File: config.mk
export PLATFORM = sky130hd
export DESIGN_NAME = slot_event_timer
export DESIGN_NICKNAME = d
export VERILOG_FILES = /design/src/rtl/slot_evt_pkg.sv /design/src/rtl/slot_evt_tick_cnt.sv /design/src/rtl/slot_evt_seq.sv /design/src/rtl/slot_event_timer.sv
export SDC_FILE = /design/constraint.sdc
export NUM_CORES = 1
export LEC_CHECK = 0
export CAP_MARGIN = 20
export CORE_MARGIN = 5
export CORE_UTILIZATION = 50
export DETAILED_ROUTE_END_ITERATION = 10
export PLACE_DENSITY = 0.76
export SYNTH_ARGS = -nofsm -noshare
export SYNTH_HDL_FRONTEND = slang
export SYNTH_SLANG_ARGS = --single-unit
File: constraint.sdc
create_clock -name clk_i -period 2.8 [get_ports clk_i]
set_input_delay 0.56 -clock clk_i [delete_from_list [all_inputs] [get_ports clk_i]]
set_output_delay 0.56 -clock clk_i [all_outputs]
set_load 0.005 [all_outputs]
File: src/rtl/slot_evt_pkg.sv
package slot_evt_pkg;

  typedef enum logic [1:0] {
    ROLE_OFF  = 2'b00,
    ROLE_INIT = 2'b01,
    ROLE_RESP = 2'b10,
    ROLE_RSVD = 2'b11
  } role_e;

  typedef enum logic [3:0] {
    ST_IDLE,
    ST_I_TX,
    ST_I_DATA,
    ST_I_ACK_ON,
    ST_I_ACK_WAIT,
    ST_R_RX_ON,
    ST_R_SFD,
    ST_R_DATA,
    ST_R_ACK,
    ST_DONE
  } seq_state_e;

  typedef struct packed {
    logic rx_en;
    logic tx_start;
    logic rx_timeout;
    logic ack_tx;
  } strobes_t;

endpackage

File: src/rtl/slot_evt_tick_cnt.sv
module slot_evt_tick_cnt #(
  parameter int W   = 14,
  parameter int MAX = 10000
) (
  input  logic         clk_i,
  input  logic         rst_ni,
  input  logic         clr_i,
  input  logic         tick_i,
  output logic [W-1:0] cnt_o
);

  localparam logic [W-1:0] CNT_MAX = W'(MAX);

  logic [W-1:0] cnt_q;

  // clear wins over a coincident tick; saturate at MAX
  always_ff @(posedge clk_i or negedge rst_ni) begin
    if (!rst_ni)                       cnt_q <= '0;
    else if (clr_i)                    cnt_q <= '0;
    else if (tick_i && cnt_q != CNT_MAX) cnt_q <= cnt_q + 1'b1;
  end

  assign cnt_o = cnt_q;

endmodule

File: src/rtl/slot_evt_seq.sv
module slot_evt_seq
  import slot_evt_pkg::*;
#(
  parameter int SLOT_US      = 10000,
  parameter int TX_OFS_US    = 2120,
  parameter int RX_OFS_US    = 1020,
  parameter int RX_WAIT_US   = 2200,
  parameter int ACK_DLY_US   = 1000,
  parameter int ACK_GUARD_US = 100,
  parameter int ACK_WAIT_US  = 400,
  parameter int CNT_W        = 14
) (
  input  logic             clk_i,
  input  logic             rst_ni,
  input  logic             tick_i,
  input  logic             slot_start_i,
  input  logic [1:0]       role_i,
  input  logic             slot_used_i,
  input  logic             rx_start_i,
  input  logic             frame_end_i,
  input  logic [CNT_W-1:0] slot_cnt_i,
  input  logic [CNT_W-1:0] rel_cnt_i,
  output logic             rel_clr_o,
  output strobes_t         strb_o
);

  localparam int RX_TMO_US  = RX_OFS_US + RX_WAIT_US;
  localparam int ACK_RX_US  = ACK_DLY_US - ACK_GUARD_US;
  localparam int ACK_TMO_US = ACK_RX_US + ACK_WAIT_US;

  seq_state_e state_q, state_d;
  strobes_t   strb_q, strb_d;

  // true on the edge that samples the t-th tick
  function automatic logic at_tick(input logic tk, input logic [CNT_W-1:0] c, input int t);
    return tk && (c == CNT_W'(t - 1));
  endfunction

  logic slot_over;
  assign slot_over = at_tick(tick_i, slot_cnt_i, SLOT_US);

  always_comb begin
    state_d = state_q;
    strb_d  = '0;
    if (slot_start_i) begin
      if (slot_used_i && role_i == ROLE_INIT)      state_d = ST_I_TX;
      else if (slot_used_i && role_i == ROLE_RESP) state_d = ST_R_RX_ON;
      else                                         state_d = ST_IDLE;
    end else if (state_q != ST_IDLE && slot_over) begin
      state_d = ST_IDLE;
    end else begin
      unique case (state_q)
        ST_I_TX: if (at_tick(tick_i, rel_cnt_i, TX_OFS_US)) begin
          strb_d.tx_start = 1'b1;
          state_d = ST_I_DATA;
        end
        ST_I_DATA: if (frame_end_i) state_d = ST_I_ACK_ON;
        ST_I_ACK_ON: if (at_tick(tick_i, rel_cnt_i, ACK_RX_US)) begin
          strb_d.rx_en = 1'b1;
          state_d = ST_I_ACK_WAIT;
        end
        ST_I_ACK_WAIT: begin
          if (rx_start_i) state_d = ST_DONE;
          else if (at_tick(tick_i, rel_cnt_i, ACK_TMO_US)) begin
            strb_d.rx_timeout = 1'b1;
            state_d = ST_DONE;
          end
        end
        ST_R_RX_ON: if (at_tick(tick_i, rel_cnt_i, RX_OFS_US)) begin
          strb_d.rx_en = 1'b1;
          state_d = ST_R_SFD;
        end
        ST_R_SFD: begin
          if (rx_start_i) state_d = ST_R_DATA;
          else if (at_tick(tick_i, rel_cnt_i, RX_TMO_US)) begin
            strb_d.rx_timeout = 1'b1;
            state_d = ST_DONE;
          end
        end
        ST_R_DATA: if (frame_end_i) state_d = ST_R_ACK;
        ST_R_ACK: if (at_tick(tick_i, rel_cnt_i, ACK_DLY_US)) begin
          strb_d.ack_tx = 1'b1;
          state_d = ST_DONE;
        end
        default: ;
      endcase
    end
  end

  // relative timer restarts at slot start and at an accepted frame end
  assign rel_clr_o = slot_start_i ||
                     (frame_end_i && (state_q == ST_I_DATA || state_q == ST_R_DATA));

  always_ff @(posedge clk_i or negedge rst_ni) begin
    if (!rst_ni) begin
      state_q <= ST_IDLE;
      strb_q  <= '0;
    end else begin
      state_q <= state_d;
      strb_q  <= strb_d;
    end
  end

  assign strb_o = strb_q;

endmodule

File: src/rtl/slot_event_timer.sv
module slot_event_timer
  import slot_evt_pkg::*;
#(
  parameter int SLOT_US      = 10000,
  parameter int TX_OFS_US    = 2120,
  parameter int RX_OFS_US    = 1020,
  parameter int RX_WAIT_US   = 2200,
  parameter int ACK_DLY_US   = 1000,
  parameter int ACK_GUARD_US = 100,
  parameter int ACK_WAIT_US  = 400
) (
  input  logic       clk_i,
  input  logic       rst_ni,
  input  logic       tick_i,
  input  logic       slot_start_i,
  input  logic [1:0] role_i,
  input  logic       slot_used_i,
  input  logic       rx_start_i,
  input  logic       frame_end_i,
  output logic       rx_en_o,
  output logic       tx_start_o,
  output logic       rx_timeout_o,
  output logic       ack_tx_o
);

  localparam int CNT_W = $clog2(SLOT_US + 1);

  logic [CNT_W-1:0] slot_cnt, rel_cnt;
  logic             rel_clr;
  strobes_t         strb;

  slot_evt_tick_cnt #(.W(CNT_W), .MAX(SLOT_US)) u_slot_cnt (
    .clk_i  (clk_i),
    .rst_ni (rst_ni),
    .clr_i  (slot_start_i),
    .tick_i (tick_i),
    .cnt_o  (slot_cnt)
  );

  slot_evt_tick_cnt #(.W(CNT_W), .MAX(SLOT_US)) u_rel_cnt (
    .clk_i  (clk_i),
    .rst_ni (rst_ni),
    .clr_i  (rel_clr),
    .tick_i (tick_i),
    .cnt_o  (rel_cnt)
  );

  slot_evt_seq #(
    .SLOT_US      (SLOT_US),
    .TX_OFS_US    (TX_OFS_US),
    .RX_OFS_US    (RX_OFS_US),
    .RX_WAIT_US   (RX_WAIT_US),
    .ACK_DLY_US   (ACK_DLY_US),
    .ACK_GUARD_US (ACK_GUARD_US),
    .ACK_WAIT_US  (ACK_WAIT_US),
    .CNT_W        (CNT_W)
  ) u_seq (
    .clk_i        (clk_i),
    .rst_ni       (rst_ni),
    .tick_i       (tick_i),
    .slot_start_i (slot_start_i),
    .role_i       (role_i),
    .slot_used_i  (slot_used_i),
    .rx_start_i   (rx_start_i),
    .frame_end_i  (frame_end_i),
    .slot_cnt_i   (slot_cnt),
    .rel_cnt_i    (rel_cnt),
    .rel_clr_o    (rel_clr),
    .strb_o       (strb)
  );

  assign rx_en_o      = strb.rx_en;
  assign tx_start_o   = strb.tx_start;
  assign rx_timeout_o = strb.rx_timeout;
  assign ack_tx_o     = strb.ack_tx;

endmodule

### After elaboration in Yosys (flattened, before gate mapping)

Index checks and enable logic that the tools add are counted.

* add/sub/neg operators: 2
* eq/ne operators: 27
* mux-type cells: 33
* reduce and logical (&&, ||, !) cells: 20

Operators with widths (number)
* $mux 4: 15
* $mux 14: 4
* $eq 14x10->1 const B: 3
* $pmux 4 s8: 1
* $add 14x1->14 const B: 2
* $eq 14x12->1 const B: 2
* $ne 14x14->1 const B: 2
* $eq 4x3->1 const B: 4
* $ne 4x2->1 const B: 4
* $eq 14x11->1 const B: 1
* $eq 14x14->1 const B: 1
* $logic_and 1x1->1: 13
* $mux 1: 10
* $ne 5x3->1 const B: 2
* $reduce_bool 10->1: 1
* $reduce_and 9->1: 1
* $eq 4x2->1 const B: 2
* $ne 4x3->1 const B: 2
* $eq 4x1->1 const B: 1
* $eq 4x4->1 const B: 1
* $pmux 1 s2: 2
* $reduce_bool 2->1: 2
* $reduce_bool 4->1: 1
* $mux 3: 1
* other kinds (3): 4

* bits in registers: 36
* input bits: 9
* output and inout port bits: 4

### Longest topological paths before layout

* depth after elaboration: 7
* depth in mapped cells: 7
* depth with buffers taken out: 7

### Modules after synthesis

Synthesis repeated with hierarchy kept, for this count alone.

* cells, all modules: 267
* area, all modules: 2424.8 µm²

Modules (own cells, without submodules)
* slot_evt_tick_cnt: times used 2, cells each 81, area an instance 787.0 µm², sequential area each 350.3 µm²
* slot_evt_seq: times used 1, cells each 105, area an instance 850.8 µm², sequential area each 200.2 µm²

### Worst setup path before layout

OpenSTA, ideal clock, no wires.

* kind: reg2reg
* start: register u_rel_cnt.cnt_q[0], in the netlist u_rel_cnt.cnt_o[0]
* end: register u_seq.state_q[2]
* setup time: 127 ps
* arrival time: 2090 ps
* setup slack: 583 ps
* cell stages (with the launch flop): 8
* buffers on the path: 0
* path through: dfrtp_1 -> ha_1 -> nand4bb_1 -> nor4b_1 -> a21oi_1 -> nor4_4 -> mux2i_1 -> o21ai_2

* word-level cells in the longest chain between the ends: 4
* elaborated cells between the ends (all ways): 19

Ends and longest elaborated chain
* start, declared: RTL line slot_evt_tick_cnt.sv:14 `logic [W-1:0] cnt_q;`
* start signal, assigned: RTL line slot_evt_tick_cnt.sv:20 `else if (tick_i && cnt_q != CNT_MAX) cnt_q <= cnt_q + 1'b1;`
* $eq 14x12->1, or another cell as far along: RTL line slot_evt_seq.sv:36 `return tk && (c == CNT_W'(t - 1));`
* $logic_and 1x1->1: RTL line slot_evt_seq.sv:36
* $ne 5x3->1 (no line) or $ne 4x2->1 (tied branches)
* $reduce_and 9->1 (no line) *
* end signal, assigned: RTL line slot_evt_seq.sv:99 `state_q <= state_d;`
* end, declared: RTL line slot_evt_seq.sv:31 `seq_state_e state_q, state_d;`

Mark *: on every way between the ends. The rest lies on a longest branch, timed or not.
A chain may end at the register's enable or synchronous reset.

### Worst setup path after layout

* start: input port tick_i
* end: register u_seq.state_q[2]

* word-level cells in the longest chain between the ends: 4
* elaborated cells between the ends (all ways): 20

Ends and longest elaborated chain
* start, declared: RTL line slot_event_timer.sv:14 `input logic tick_i,`
* $logic_and 1x1->1: RTL line slot_evt_seq.sv:36
* $logic_and 1x1->1: RTL line slot_evt_seq.sv:49 `end else if (state_q != ST_IDLE && slot_over) begin`
* $reduce_bool 10->1 (no line), or another cell as far along
* $reduce_and 9->1 (no line) or $mux 4 (tied branches)

Several ways; a longest one is shown, not always the timed one.

==> key figures <==
Pwr
  – LEAKAGE: 0.9613 nW
  – Total power: 1.359 mW
  – PD cells: 560.5 mW/mm^2
  – Maximum vdd drop: 0.0002289 V

Setup path
  – R2R Path Start: u_rel_cnt.cnt_o[0]$_DFFE_PN0P_
  – CP max FO: 6
  – Crit. Startpoint: tick_i
  – Worst Setup End Kind: flop
  – CP Class: in2reg
  – Required time of the critical path: 2980 ps
  – Worst endpoint data arrival time: 2620 ps
  – Startpoint Class: primary input

Placed design
  – Detailed placement HPWL: 3104 um
  – Gpl congestion: 0.9012
  – Dpl ws: 42.64 ps
  – Port bufs: 12

Die
  – # rows: 24
  – Die height: 75.97 um
  – Core area: 0.004294 sq mm
  – Initial Utilization: 0.5067
  – Die Area: 0.005771 sq mm
  – I/O pin count: 13
  – Die W: 75.97 um

Clock network
  – Setup bufs post-CTS: 0
  – CTS tree: done
  – Cts repair resizes: 0
  – Clock sink total: 36
  – Clk_lat worst skew: 290 ps
  – CTS Buffer Depth: 2
  – H-tree Lvls: 2
  – CTS hold repair buffers: 0
  – Clock transition at the registers of the reported paths: 70 ps
  – Total CTS buffers: 5
  – Root Buffer: clkbuf_8

Logic synthesis
  – Ys async rst share: 1.000
  – Synthesized area per cell: 8.774 sq um
  – Cells after Synth: 248
  – Post-synth EDFFs: 0
  – Synth warnings: 0
  – Sequential share of the synthesized area: 0.4140
  – Main flop type after synthesis: dfrtp_1
  – Syn Nets: 261
  – Synthesized flop and latch total: 36
  – Synth Cell Area: 0.002176 sq mm
  – Number of distinct library cells after synthesis: 48

Flow run
  – Max-Cap Viols: 0

Route
  – TritonRoute pass-1 iters: 5
  – DR DRC count: 0
  – 1st-iter DRT viols: 146
  – Routed Antenna Nets: 0
  – DR WL/cell: 13.97 um
  – Final WL: 4330 um
  – Post-DR vias/cell: 5.784
  – Vias post-DR: 1793

Global routing
  – First-pass GRT wire length: 7458 um
  – Vias in the first global route: 1662
  – Pin count of the biggest net entering global routing: 37
  – Total gr overflow: 0
  – Total global-route track usage: 0.1577
  – Antenna violations before repair: 0

Finish
  – Final #Nets: 270
  – Layout overhead on the synthesized area: 11.44%
  – Fraction of layout cells with a size suffix above 1: 0.07752
  – Most frequent cells in the layout: 49 x nor2_1, 36 x dfrtp_1, 18 x nand2_1
  – Antenna cells: 0
  – Most common cell after layout, fill and taps aside: nor2_1

STA
  – RSZ-0062 raised after global routing: false
  – TNS Setup: 0 ps
  – Fin crit share: 0.8715
  – PnR worst setup slack: 359.7 ps
  – Final Max Tran Viols: 0
  – Slew Limit Headroom: 0.4742
  – Endpoints failing setup: 0
  – Final hold vios: 0
  – Hold WS: 348.9 ps
  – Worst-Margin Slew: 788.7 ps
  – Minimum clock period after layout: 2440 ps
  – Clock Skews: 4.632 ps
  – Fmax: 409.8 MHz

Status
  – Status: complete, no violations

Min path
  – HP Class: in2async
## cell families after synthesis
kind of cell,after synthesis,share of synthesized area
AOI/OAI and AO/OA,24,0.07822
adders and majority gates,4,0.02300
DFF,36,0.4140
and+or+nand+nor,130,0.3174
buffers and inverters,23,0.04083
xor gates and xnor gates,28,0.1127
muxes,3,0.01380
## power breakdown
part           total (mW)  switching, mW  internal [mW]
logic               0.379          0.205          0.173
clock network       0.382          0.182          0.201
registers           0.598         0.0535          0.545
## cell type report
type	instances	area, sq um
fillers	380	1869
multi-input cells	189	1186
flip-flops and latches	36	900.9
repair buffers	17	152.6
clock buffers	8	90.09
well taps	52	65.06
inverters	8	30.03
## final timing paths
kind                                                    end  slack [ps]  cells past startpoint
max                            u_seq.state_q[2]$_DFFE_PN0P_         360                      7
min                         u_slot_cnt.cnt_o[9]$_DFFE_PN0P_         350                      1
max reg2reg                    u_seq.state_q[2]$_DFFE_PN0P_         380                      7
min reg2reg                u_slot_cnt.cnt_o[10]$_DFFE_PN0P_         540                      2
max in group asynchronous   u_rel_cnt.cnt_o[10]$_DFFE_PN0P_        1950                      1
min in group clk_i         u_slot_cnt.cnt_o[10]$_DFFE_PN0P_         540                      2
## per-stage QoR
stage,cell area (sq um),util,std cells
finish,2425,0.5647,310
global route,2425,0.5647,310
CTS,2425,0.5647,310
detailed placement,2335,0.5437,302
global placement,2335,0.5437,302
floorplan,2176,-,248
## sequential cells by signal (all words and copies together) (netlist names)
signal	flops
u_slot_cnt.cnt_o	14
u_seq.strb_o	4
u_rel_cnt.cnt_o	14
u_seq.state_q	4
## cells in the mapped netlist, types with 2 or more instances
cell,n,area share
buf_2,2,0.0046
nand4_1,13,0.037
nand3_1,11,0.025
ha_1,4,0.023
nor3b_1,4,0.014
a21oi_1,8,0.018
mux2i_1,3,0.014
nand2b_1,4,0.011
buf_1,2,0.0035
nor2b_1,2,0.0057
nand3b_1,3,0.010
o21ai_0,2,0.0046
xor2_1,17,0.068
dfrtp_1,36,0.41
nor3_1,3,0.0069
clkbuf_1,11,0.019
or2_2,2,0.0057
nor2_1,49,0.085
and2_1,3,0.0086
nor4_1,4,0.011
nor4b_1,3,0.012
inv_1,8,0.014
nor4_2,2,0.011
nand2_1,18,0.031
xnor2_1,11,0.044
## metal layers
layer,up-vias,part of all wire,wire (um),GRT usage
met3,12,0.064,276,0.04739
li1,869,-,-,-
met2,62,0.46,1983,0.2312
met1,850,0.45,1946,0.2033
met4,0,0.029,124,0.09431
met5,-,0,0,0
## critical path, stage by stage
cell	delay, ps
clkdlybuf4s50_1	490
nand4bb_1	170
nor4b_1	430
a21oi_1	170
nor4_4	470
mux2i_1	270
o21ai_2	70
Note: power is estimated with default switching activity, not from simulation.
